==> src/rtl/sertx_pkg.sv <==
package sertx_pkg;

    localparam int unsigned CSR_W    = 32;
    localparam int unsigned LVL_W    = 3;
    localparam int unsigned BYTE_W   = 8;
    localparam int unsigned BUFCLR_B = 8;
    localparam int unsigned QCLR_B   = 7;
    localparam int unsigned CMP_B    = 6;

    typedef enum logic {
        CMP_EQUAL = 1'b0,
        CMP_AT_OR_BELOW = 1'b1
    } cmp_mode_e;

    typedef struct packed {
        cmp_mode_e  cmp;
        logic [1:0] code;
    } txcfg_t;

    typedef struct packed {
        logic q_clear;
        logic buf_clear;
    } txcmd_t;

    // Threshold level selected by a code under the current duplex mode
    function automatic logic [LVL_W-1:0] thr_of(input logic [1:0] code, input logic fdx);
        logic [LVL_W-1:0] t;
        if (fdx) t = LVL_W'(code[0]);
        else     t = LVL_W'(code);
        return t;
    endfunction

    // Whether a fill level satisfies the programmed condition
    function automatic logic cond_met(input logic [LVL_W-1:0] lvl, input txcfg_t cfg, input logic fdx);
        logic [LVL_W-1:0] t;
        t = thr_of(cfg.code, fdx);
        if (cfg.cmp == CMP_AT_OR_BELOW) return (lvl <= t);
        return (lvl == t);
    endfunction

endpackage

==> src/rtl/sertx_cfg.sv <==
module sertx_cfg
    import sertx_pkg::*;
(
    input  logic             clk,
    input  logic             rst,
    input  logic             cfg_live,
    input  logic             reg_wr,
    input  logic [CSR_W-1:0] reg_wdata,
    output txcfg_t           cfg,
    output txcmd_t           cmd,
    output logic [CSR_W-1:0] reg_rdata
);

    txcfg_t cfg_q;
    logic   wr_ok;

    assign wr_ok = reg_wr && cfg_live;

    always_ff @(posedge clk) begin
        if (rst || !cfg_live) begin
            cfg_q <= '{cmp: CMP_EQUAL, code: 2'b00};
        end else if (wr_ok) begin
            cfg_q.cmp  <= cmp_mode_e'(reg_wdata[CMP_B]);
            cfg_q.code <= reg_wdata[1:0];
        end
    end

    always_comb begin
        cmd.q_clear   = wr_ok && reg_wdata[QCLR_B];
        cmd.buf_clear = wr_ok && reg_wdata[BUFCLR_B];
    end

    always_comb begin
        reg_rdata          = '0;
        reg_rdata[CMP_B]   = cfg_q.cmp;
        reg_rdata[1:0]     = cfg_q.code;
    end

    assign cfg = cfg_q;

    logic unused_wdata;
    assign unused_wdata = ^{reg_wdata[CSR_W-1:BUFCLR_B+1], reg_wdata[CMP_B-1:2]};

endmodule

==> src/rtl/sertx_store.sv <==
module sertx_store
    import sertx_pkg::*;
#(
    parameter int unsigned DEPTH = 4,
    parameter int unsigned DW    = BYTE_W
) (
    input  logic             clk,
    input  logic             rst,
    input  txcmd_t           cmd,
    input  logic             fdx,
    input  logic             push_valid,
    input  logic [DW-1:0]    push_data,
    input  logic             pop_req,
    output logic [LVL_W-1:0] level,
    output logic [LVL_W-1:0] level_nxt,
    output logic             step_evt,
    output logic [DW-1:0]    hold_data,
    output logic             hold_full,
    output logic             overrun
);

    localparam int unsigned PTR_W = (DEPTH > 1) ? $clog2(DEPTH) : 1;
    localparam logic [LVL_W-1:0] CAP_HALF = LVL_W'(DEPTH);
    localparam logic [LVL_W-1:0] CAP_FULL = LVL_W'(DEPTH / 2);

    logic [DW-1:0]    slot [DEPTH];
    logic [PTR_W-1:0] wr_ptr, rd_ptr;
    logic [LVL_W-1:0] lvl_q, cap;
    logic             take_push, take_pop, drop_push;

    function automatic logic [PTR_W-1:0] bump(input logic [PTR_W-1:0] p);
        if (p == PTR_W'(DEPTH - 1)) return '0;
        return p + PTR_W'(1);
    endfunction

    always_comb begin
        cap       = fdx ? CAP_FULL : CAP_HALF;
        take_push = push_valid && !cmd.q_clear && (lvl_q < cap);
        take_pop  = pop_req && !cmd.q_clear && !cmd.buf_clear && (lvl_q != '0);
        drop_push = push_valid && !cmd.q_clear && !take_push;
        if (cmd.q_clear) level_nxt = '0;
        else level_nxt = lvl_q + LVL_W'(take_push) - LVL_W'(take_pop);
        step_evt  = cmd.q_clear || take_push || take_pop;
    end

    generate
        for (genvar i = 0; i < DEPTH; i++) begin : g_slot
            always_ff @(posedge clk) begin
                if (rst) slot[i] <= '0;
                else if (take_push && (wr_ptr == PTR_W'(i))) slot[i] <= push_data;
            end
        end
    endgenerate

    always_ff @(posedge clk) begin
        if (rst || cmd.q_clear) begin
            wr_ptr <= '0;
            rd_ptr <= '0;
            lvl_q  <= '0;
        end else begin
            if (take_push) wr_ptr <= bump(wr_ptr);
            if (take_pop)  rd_ptr <= bump(rd_ptr);
            lvl_q <= level_nxt;
        end
    end

    always_ff @(posedge clk) begin
        if (rst || cmd.buf_clear) begin
            hold_data <= '0;
            hold_full <= 1'b0;
        end else if (take_pop) begin
            hold_data <= slot[rd_ptr];
            hold_full <= 1'b1;
        end
    end

    always_ff @(posedge clk) begin
        if (rst || cmd.q_clear) overrun <= 1'b0;
        else if (drop_push)     overrun <= 1'b1;
    end

    assign level = lvl_q;

endmodule

==> src/rtl/sertx_irq.sv <==
module sertx_irq
    import sertx_pkg::*;
(
    input  logic             clk,
    input  logic             rst,
    input  txcfg_t           cfg,
    input  logic             fdx,
    input  logic             step_evt,
    input  logic [LVL_W-1:0] level,
    input  logic [LVL_W-1:0] level_nxt,
    output logic             irq
);

    logic met_now, met_nxt;

    always_comb begin
        met_now = cond_met(level, cfg, fdx);
        met_nxt = cond_met(level_nxt, cfg, fdx);
    end

    always_ff @(posedge clk) begin
        if (rst) irq <= 1'b0;
        else     irq <= step_evt && met_nxt && !met_now;
    end

endmodule

==> src/rtl/sertx_fifo.sv <==
module sertx_fifo
    import sertx_pkg::*;
#(
    parameter int unsigned DEPTH = 4
) (
    input  logic              clk,
    input  logic              rst,
    input  logic              ch_enable,
    input  logic              idle_mode,
    input  logic              idle_keep_run,
    input  logic              full_duplex,
    input  logic              reg_wr,
    input  logic [CSR_W-1:0]  reg_wdata,
    output logic [CSR_W-1:0]  reg_rdata,
    input  logic              push_valid,
    input  logic [BYTE_W-1:0] push_data,
    input  logic              pop_req,
    output logic [BYTE_W-1:0] hold_data,
    output logic              hold_full,
    output logic [LVL_W-1:0]  tx_level,
    output logic              overrun,
    output logic              tx_irq
);

    txcfg_t           cfg;
    txcmd_t           cmd;
    logic             cfg_live;
    logic [LVL_W-1:0] lvl_nxt;
    logic             evt;

    assign cfg_live = ch_enable && !(idle_mode && !idle_keep_run);

    sertx_cfg u_cfg (
        .clk       (clk),
        .rst       (rst),
        .cfg_live  (cfg_live),
        .reg_wr    (reg_wr),
        .reg_wdata (reg_wdata),
        .cfg       (cfg),
        .cmd       (cmd),
        .reg_rdata (reg_rdata)
    );

    sertx_store #(.DEPTH(DEPTH), .DW(BYTE_W)) u_store (
        .clk        (clk),
        .rst        (rst),
        .cmd        (cmd),
        .fdx        (full_duplex),
        .push_valid (push_valid),
        .push_data  (push_data),
        .pop_req    (pop_req),
        .level      (tx_level),
        .level_nxt  (lvl_nxt),
        .step_evt   (evt),
        .hold_data  (hold_data),
        .hold_full  (hold_full),
        .overrun    (overrun)
    );

    sertx_irq u_irq (
        .clk       (clk),
        .rst       (rst),
        .cfg       (cfg),
        .fdx       (full_duplex),
        .step_evt  (evt),
        .level     (tx_level),
        .level_nxt (lvl_nxt),
        .irq       (tx_irq)
    );

endmodule

==> config.mk <==
export PLATFORM = sky130hd
export DESIGN_NAME = sertx_fifo
export DESIGN_NICKNAME = d
export VERILOG_FILES = /design/src/rtl/sertx_pkg.sv /design/src/rtl/sertx_cfg.sv /design/src/rtl/sertx_store.sv /design/src/rtl/sertx_irq.sv /design/src/rtl/sertx_fifo.sv
export SDC_FILE = /design/constraint.sdc
export NUM_CORES = 1
export LEC_CHECK = 0
export BUFFER_PORTS_ARGS = -buffer_cell sky130_fd_sc_hd__buf_2
export CORE_AREA = 10 10 86 88
export CTS_CLUSTER_SIZE = 10
export DETAILED_ROUTE_END_ITERATION = 7
export DIE_AREA = 0 0 96 98
export PLACE_DENSITY_LB_ADDON = 0.1
export SLEW_MARGIN = 20
export SYNTH_ARGS = -nofsm -noshare
export SYNTH_HDL_FRONTEND = slang
export SYNTH_HIERARCHICAL = 1
export SYNTH_SLANG_ARGS = --single-unit
==> constraint.sdc <==
create_clock -name clk -period 4.85 [get_ports clk]
set_clock_uncertainty 0.15 [all_clocks]
set_input_delay 0.97 -clock clk [delete_from_list [all_inputs] [get_ports clk]]
set_output_delay 0.97 -clock clk [all_outputs]
set_load 0.01 [all_outputs]
# Yosys cells after proc, flatten, opt, wreduce, memory -nomap -nowiden
# Memories as Yosys holds them, arrays and structs flattened. A register that Yosys moved wholly into a read port is not among the register bits.
# Cells that the tools add are included.
[word_totals]
ff_bits = 13
mem_bits_rw = 32
inputBits = 49
out_inout_bits = 46
elab_cells = 93
n_memories = 1
[op_classes]
add_sub_neg = 4
order_cmp = 3
n_eq_ne = 6
mux = 36
bitwise_logic = 4
n_reduce_logical = 31
[mem_list]
columns = ["memory", "words", "width", "read_ports", "rd_clocked_by_memory_dff", "wr", "line", "source"]
rows = [
  ["u_store.slot", 4, 8, 1, 1, 4, "sertx_store.sv:26", "logic [DW-1:0] slot [DEPTH];"],
]
[ops]
columns = ["cell", "count"]
rows = [
  ["$mux 8", 4],
  ["$mux 1", 25],
  ["$logic_and 1x1->1", 17],
  ["$mux 2", 5],
  ["$logic_not 1->1", 7],
  ["$eq 2x2->1 const B", 3],
  ["$eq 3x2->1", 2],
  ["$le 3x2->1", 2],
  ["$mux 3", 2],
  ["$logic_or 1x1->1", 5],
  ["$add 2x1->2 const B", 2],
  ["$or 1x1->1", 4],
  ["$add 3x1->3", 1],
  ["$lt 3x3->1", 1],
  ["$reduce_bool 3->1", 1],
  ["$sub 3x1->3", 1],
  ["$eq 2x1->1 const B", 1],
  ["$logic_not 2->1", 1],
]

# Depth between registers and ports, before layout
# Gate-level depths: netlist of the first run.
[depth]
word_depth = 17
depth_mapped = 17

# Modules after synthesis
# Netlist of the first run, hierarchy kept.
[by_module_without_submodules]
columns = ["mod", "n_inst", "cells_per_inst", "area_per_inst_um2", "seq_area_each_um2"]
rows = [
  ["sertx_store", 1, 166, 2275.9, 1301.2],
  ["sertx_cfg", 1, 45, 367.9, 60.1],
  ["sertx_irq", 1, 17, 148.9, 20.0],
  ["sertx_fifo", 1, 2, 11.3, 0.0],
]

# Least setup slack after synthesis of the first run
# OpenSTA, ideal clock, no wires.
[synth_timing]
path_kind = "input port to flip-flop"
startpoint = "input port ch_enable"
endpoint = "register u_irq.irq"
setup_ns = 0.086
arrival_ns = 3.684
required_ns = 4.614
setup_slack_ns = 0.929
path_stages = 15
path_cell_list = "a21boi_1 -> and3_2 -> buf_2 -> nor4b_4 -> buf_2 -> ha_1 -> inv_1 -> ha_1 -> inv_1 -> fa_1 -> nor2_1 -> ha_1 -> nand2b_1 -> nand3b_1 -> a221oi_2"
[synth_rtl]
columns = ["element", "line", "source"]
rows = [
  ["from (decl)", "sertx_fifo.sv:8", "input logic ch_enable,"],
  ["to (signal assigned)", "sertx_irq.sv:23", "else irq <= step_evt && met_nxt && !met_now;"],
  ["to (decl)", "sertx_irq.sv:11", "output logic irq"],
]

==> key figures, run 1 <==
Status
  – Status: completed

Layout
  – Layout cells sized above 1: 0.274
  – Layout Area Growth over Synthesis: 7.59%
  – Final net count: 327
  – FILL cells: 527
  – Fin cells: 341
  – Ant diodes: 0
  – Finished Cell Area: 3020 um^2

Logic synthesis
  – Cells after Synth: 230
  – Yosys warning total: 6
  – Synth area leaders: edfxtp_1 34%, dfxtp_1 15%, buf_4 8.8%
  – Avg Cell Area, Syn: 12.2 um^2
  – Async S/R FF share, synth: 0
  – Area leader, netlist: edfxtp_1
  – Top cells by count, synth: 33 x and2_1, 33 x buf_4, 32 x edfxtp_1
  – Most used DFF post-synth: edfxtp_1
  – Sequential area share after synthesis: 0.493
  – Number of synthesized flops with an enable pin: 32
  – Post-synthesis register bit count: 53
  – Synth cell types: 40
  – Post-synth top area share: 0.343
  – Cell Area, Synth: 2800 um^2

Detailed routing
  – Wirelength per Cell: 15.5 um
  – Routed wl met3: 425 um
  – DR top layer: met4
  – Starting DRT DRC Count: 53
  – DR DRC count: 0
  – Number of routed nets with antenna violations: 0
  – Vias: 1604
  – Met2 wire length: 2580 um
  – Routed wire length: 5280 um
  – Routed length on met1: 2200 um
  – First-pass detailed-route iteration total: 4
  – Via/cell ratio: 4.70

Hold path
  – Hold Path Depth: 2
  – Hold path start: u_store/hold_data[0]
  – Hold EP: u_store/hold_data[0]
  – Hold Crit Class: reg2reg

Global routing
  – Maximum number of pins on one net before global-route repair: 20
  – Overflow after GRT: 0
  – Vias in the first global route: 1687
  – Initial antenna violation count: 0
  – First-pass GRT wire length: 8580 um
  – Gr usage total: 0.117

Floorplan
  – Initial Util: 0.488
  – DIE HEIGHT: 98 um
  – Core area: 5750 um^2
  – Die W: 96 um
  – Std cell rows: 28
  – Die area: 9410 um^2
  – I/O pins: 95

STA
  – Max Slew Vio Count: 0
  – Final setup TNS: 0 ps
  – Setup violations, final: 0
  – Hold Violations, Final: 0
  – Max Fclk: 265 MHz
  – RSZ-0062 raised after global routing: no
  – Worst slew pin tran: 643 ps
  – Final Critical Period: 3780 ps
  – Crit share post-route: 0.779
  – Worst relative slew slack: 0.570

CTS
  – Clock buffer count from CTS: 5
  – Post-CTS Resized: 0
  – Setup Fix Bufs, Post-CTS: 0
  – CTS root buffer: clkbuf_8
  – CTS Hold Buffers Added: 0
  – Clock latency on the worst-skew pair: 320 ps
  – Htree depth: 2
  – CTS tree: yes
  – Clock Path Buffers: 2
  – CTS Sinks: 53
  – CTS clock-pin slew for the worst setup and hold paths: 100 ps

Worst setup path
  – Required time of the critical path: 4930 ps
  – CP Class: in2reg
  – Reg-to-Reg Start: u_store/level[2]
  – Reg2reg setup slack: 1460 ps
  – CP Data Arrival Time: 3860 ps
  – Startpoint types: input pin
  – CP endpoint kind: flop
  – R2R depth: 14
  – Worst r2r dst: u_irq/irq
  – CP max FO: 13

Pwr
  – Int Power: 831 uW
  – Pleak: 1.32 nW
  – Combinational Power Share: 0.312
  – Pwr per Cell Area: 411 nW/um^2
  – Final Total Pwr: 1.24 mW
  – Max VDD drop: 0.000168 V
  – Net load switching power: 409 uW
  – Seq pwr share: 0.470
  – Clock power share: 0.218
  – Net Sw Frac: 0.330

Placement
  – GP Congestion: 0.732
  – Dpl cells: 333
  – IO Port Bufs: 38
  – Cell Area, Placed: 2920 um^2
  – Hpwl dp: 3890 um

Job
  – Max-Cap Viols: 0
[worst max-delay path by stage]
stage | to | slack, ps | start
after floorplan | u_irq/irq | 930 | ch_enable
after global placement | u_irq/irq | 790 | ch_enable
after detailed placement | u_irq/irq | 760 | ch_enable
after CTS | u_irq/irq | 1060 | ch_enable
after global routing | u_irq/irq | 890 | idle_keep_run
final | u_irq/irq | 1070 | ch_enable
[final cells by class]
class                           instances  area [um^2]  share of cell area
Sequential cell                        53         1380               0.458
Clock buffer                            5         68.8              0.0228
Tap cell                               75         93.8              0.0311
Multi-Input combinational cell        154         1200               0.398
Timing Repair Buffer                   40          205              0.0680
Inverter                               11         41.3              0.0137
Clock inverter                          3         26.3             0.00871
[critical path, stage by stage]
cell	delay [ps]
buf_2	90
a21boi_1	130
and3_2	270
a2111oi_4	290
buf_4	230
inv_1	60
ha_1	280
inv_1	70
ha_1	140
inv_1	50
fa_1	500
nor2_1	50
ha_1	320
nand2b_1	80
nand3b_1	90
a221oi_2	250
[kinds of logic (layout without fill, tap and decap cells)]
logic type / Yosys count / after routing / share of synthesized area
adders and majority gates: 13 / 13 / 0.0607
muxes: 14 / 14 / 0.0857
other: 1 / 29 / 0.00134
DFF: 53 / 53 / 0.493
AOI/OAI and AO/OA: 20 / 20 / 0.0692
buffers and inverters: 51 / 59 / 0.117
xor gates and xnor gates: 2 / 2 / 0.00625
and+or+nand+nor: 76 / 76 / 0.167
[layer usage]
metal  track usage  vias up
li1              -      806
met1         0.138      748
met2         0.193       43
met3        0.0360        7
met4        0.0409        0
met5             0        -
[metrics by stage]
step / util / hold slack [ps] / setup slack [ps]
final: 0.525 / 315 / 1070
after global routing: 0.525 / 339 / 886
after CTS: 0.525 / 318 / 1060
after detailed placement: 0.508 / 303 / 763
after global placement: 0.508 / 296 / 795
after floorplan: - / 335 / 929
[flip-flops by register name, summed over array words and instances (netlist names)]
register / flops
u_cfg/cfg: 3
u_irq/irq: 1
u_store/hold_data: 8
u_store/hold_full: 1
u_store/level: 3
u_store/overrun: 1
u_store/rd_ptr: 2
u_store/slot: 32
u_store/wr_ptr: 2
[power by group through the flow]
| stage | Clock (mW) | Combinational [mW] | Sequential, mW |
|---|---|---|---|
| after floorplan | 0 | 0.311 | 0.587 |
| final | 0.270 | 0.387 | 0.583 |
| after detailed placement | 0 | 0.387 | 0.596 |
| after global placement | 0 | 0.379 | 0.595 |
| after global routing | 0.296 | 0.438 | 0.594 |
| after CTS | 0.277 | 0.391 | 0.586 |
[layout by cell type (no fill, tap or decap), drive strengths merged]
cell type,n
or3,1
and2,33
a221oi,1
o31ai,1
and3,2
dfxtp,21
nor3,4
xnor2,1
xor2,1
mux4,8
nor4b,1
a2111oi,1
a21boi,1
clkbuf,5
a21oi,1
edfxtp,32
inv,14
nand2b,4
nand2,10
a32o,1
nor2,11
or2,1
and3b,4
o2bb2ai,8
o21a,1
nand3b,1
mux2i,6
fa,1
conb,29
a21o,5
buf,40
or3b,1
nor2b,2
ha,12
or2b,1
No activity file was read; power rests on OpenSTA's default activity.
==> run 2, diff against run 1 <==
Clock period 4.85 ns to 3.74 ns, I/O delays scaled along.
==> key figures, run 2 (synthesized netlist as in run 1, its figures left out) <==
Hold path
  – Hold path start: u_store/hold_data[2]
  – Hold EP: u_store/hold_data[2]
  – Hold Path Depth: 2
  – Hold Crit Class: reg2reg

Detailed routing
  – Number of routed nets with antenna violations: 0
  – First-pass detailed-route iteration total: 4
  – Via/cell ratio: 4.71
  – Routed wire length: 5100 um
  – DR DRC count: 0
  – Wirelength per Cell: 14.8 um
  – Starting DRT DRC Count: 69
  – Vias: 1625

Worst setup path
  – CP Data Arrival Time: 3400 ps
  – Most frequent CP cell: ha_1
  – Buffer and inverter count on the worst path: 4
  – Cell family with most CP delay: adder cells
  – CP peak stage delay: 490 ps
  – Reg2reg setup slack: 680 ps
  – CP max FO: 3
  – Startpoint types: input pin
  – Critical path's slowest cell: fa_1
  – CP endpoint kind: flop
  – Required time of the critical path: 3810 ps
  – R2R depth: 13
  – CP Class: in2reg
  – Reg-to-Reg Start: u_store/level[2]
  – Cell Chain, Critical Path: buf_2, ha_1, a2111oi_4, inv_1, ha_1, inv_1, ha_1, inv_1, fa_1, nor2_1, ha_1, nand2b_1, nand3b_1, a221oi_2
  – Worst r2r dst: u_irq/irq

Pwr
  – Net load switching power: 502 uW
  – Net Sw Frac: 0.304
  – Seq pwr share: 0.450
  – Max VDD drop: 0.000244 V
  – Pwr per Cell Area: 539 nW/um^2
  – Pleak: 1.35 nW
  – Clock power share: 0.235
  – Int Power: 1.15 mW
  – Combinational Power Share: 0.314

Floorplan
  – Die area: 9410 um^2
  – Initial Util: 0.488
  – DIE HEIGHT: 98 um
  – Std cell rows: 28
  – I/O pins: 95
  – Core area: 5750 um^2
  – Die W: 96 um

CTS
  – Clock buffer count from CTS: 5
  – CTS tree: yes
  – CTS Sinks: 53
  – Setup Fix Bufs, Post-CTS: 0
  – Clock latency on the worst-skew pair: 310 ps
  – CTS root buffer: clkbuf_8
  – Post-CTS Resized: 0
  – CTS Hold Buffers Added: 0
  – Htree depth: 2
  – CTS clock-pin slew for the worst setup and hold paths: 90 ps
  – Clock Path Buffers: 2

STA
  – Crit share post-route: 0.891
  – Final Critical Period: 3330 ps
  – Final setup TNS: 0 ps
  – Worst hold margin: 314 ps
  – RSZ-0062 raised after global routing: no
  – Hold Violations, Final: 0
  – Worst relative slew slack: 0.584
  – Worst slew pin tran: 623 ps
  – Max Fclk: 300 MHz
  – Max Slew Vio Count: 0
  – Final WS setup: 406 ps
  – Setup violations, final: 0

Global routing
  – Overflow after GRT: 0
  – Vias in the first global route: 1597
  – Gr usage total: 0.110
  – First-pass GRT wire length: 8040 um
  – Initial antenna violation count: 0
  – Maximum number of pins on one net before global-route repair: 17

Layout
  – Ant diodes: 0
  – Final net count: 331
  – FILL cells: 546
  – Most frequent cells in the layout: 38 x buf_2, 33 x and2_1, 32 x edfxtp_1, 29 x conb_1, 21 x dfxtp_1
  – Leading cell type in the layout, fill and taps excluded: buf_2
  – Finished Cell Area: 3060 um^2
  – Biggest register: u_store/slot
  – Layout Area Growth over Synthesis: 9.24%
  – Max reg flops: 32
  – Register area: 1380 um^2
  – Layout Utilization: 0.533
  – Multi-input gate area: 1200 um^2
  – Biggest regs: u_store/slot (32), u_store/hold_data (8)
  – Layout cells sized above 1: 0.281

Placement
  – IO Port Bufs: 38
  – Hpwl dp: 3810 um
  – Dpl ws: 81.2 ps
  – GP Congestion: 0.692
  – Cell Area, Placed: 2950 um^2

Job
  – Max-Cap Viols: 0

Status
  – Status: completed
[run 2: cell count changes in the layout (fill, tap and decap cells not counted)]
cell / change
clkbuf_1: +1
bufinv_16: +1
clkinv_4: +1
inv_6: -3
buf_4: +4
[run 2: worst reg2reg max path, cell delays in order (launching register included)]
cell	delay (ps)
dfxtp_1	320
ha_1	310
a2111oi_4	320
inv_1	90
ha_1	300
inv_1	60
ha_1	130
inv_1	40
fa_1	490
nor2_1	50
ha_1	300
nand2b_1	80
nand3b_1	90
a221oi_2	250
[run 2: per-layer routing]
layer	vias to the layer above	global-route usage	wire length, um	share of wire
met3	5	0.0375	488	0.096
met5	-	0	0	0
met4	0	0.0341	55	0.011
met2	50	0.177	2460	0.48
met1	753	0.133	2100	0.41
li1	817	-	-	-
[run 2: area by class of cell]
type	count	share of cell area
Tap cell	75	0.0306
Multi-Input combinational cell	154	0.392
Clock buffer	6	0.0237
Timing Repair Buffer	44	0.0768
Inverter	11	0.0135
Sequential cell	53	0.451
Clock inverter	2	0.0127
[run 2: power groups by stage]
stage | Combinational (mW) | Clock [mW] | Sequential [mW]
floorplan | 0.404 | 0 | 0.761
global placement | 0.520 | 0 | 0.759
detailed placement | 0.525 | 0 | 0.760
CTS | 0.527 | 0.401 | 0.747
global route | 0.584 | 0.425 | 0.758
finish | 0.519 | 0.389 | 0.744
[run 2: how the worst max path moves through the flow]
| stage | start | end | slack, ps | depth (start not counted) |
|---|---|---|---|---|
| floorplan | ch_enable | u_irq/irq | 40 | 15 |
| global placement | full_duplex | u_irq/irq | 70 | 14 |
| detailed placement | full_duplex | u_irq/irq | 80 | 14 |
| CTS | full_duplex | u_irq/irq | 400 | 14 |
| global route | full_duplex | u_irq/irq | 260 | 13 |
| finish | full_duplex | u_irq/irq | 410 | 14 |
[run 2: through the flow]
step / cells / total power [mW]
floorplan: 258 / 1.16
global placement: 337 / 1.28
detailed placement: 337 / 1.29
CTS: 345 / 1.68
global route: 345 / 1.77
finish: 345 / 1.65
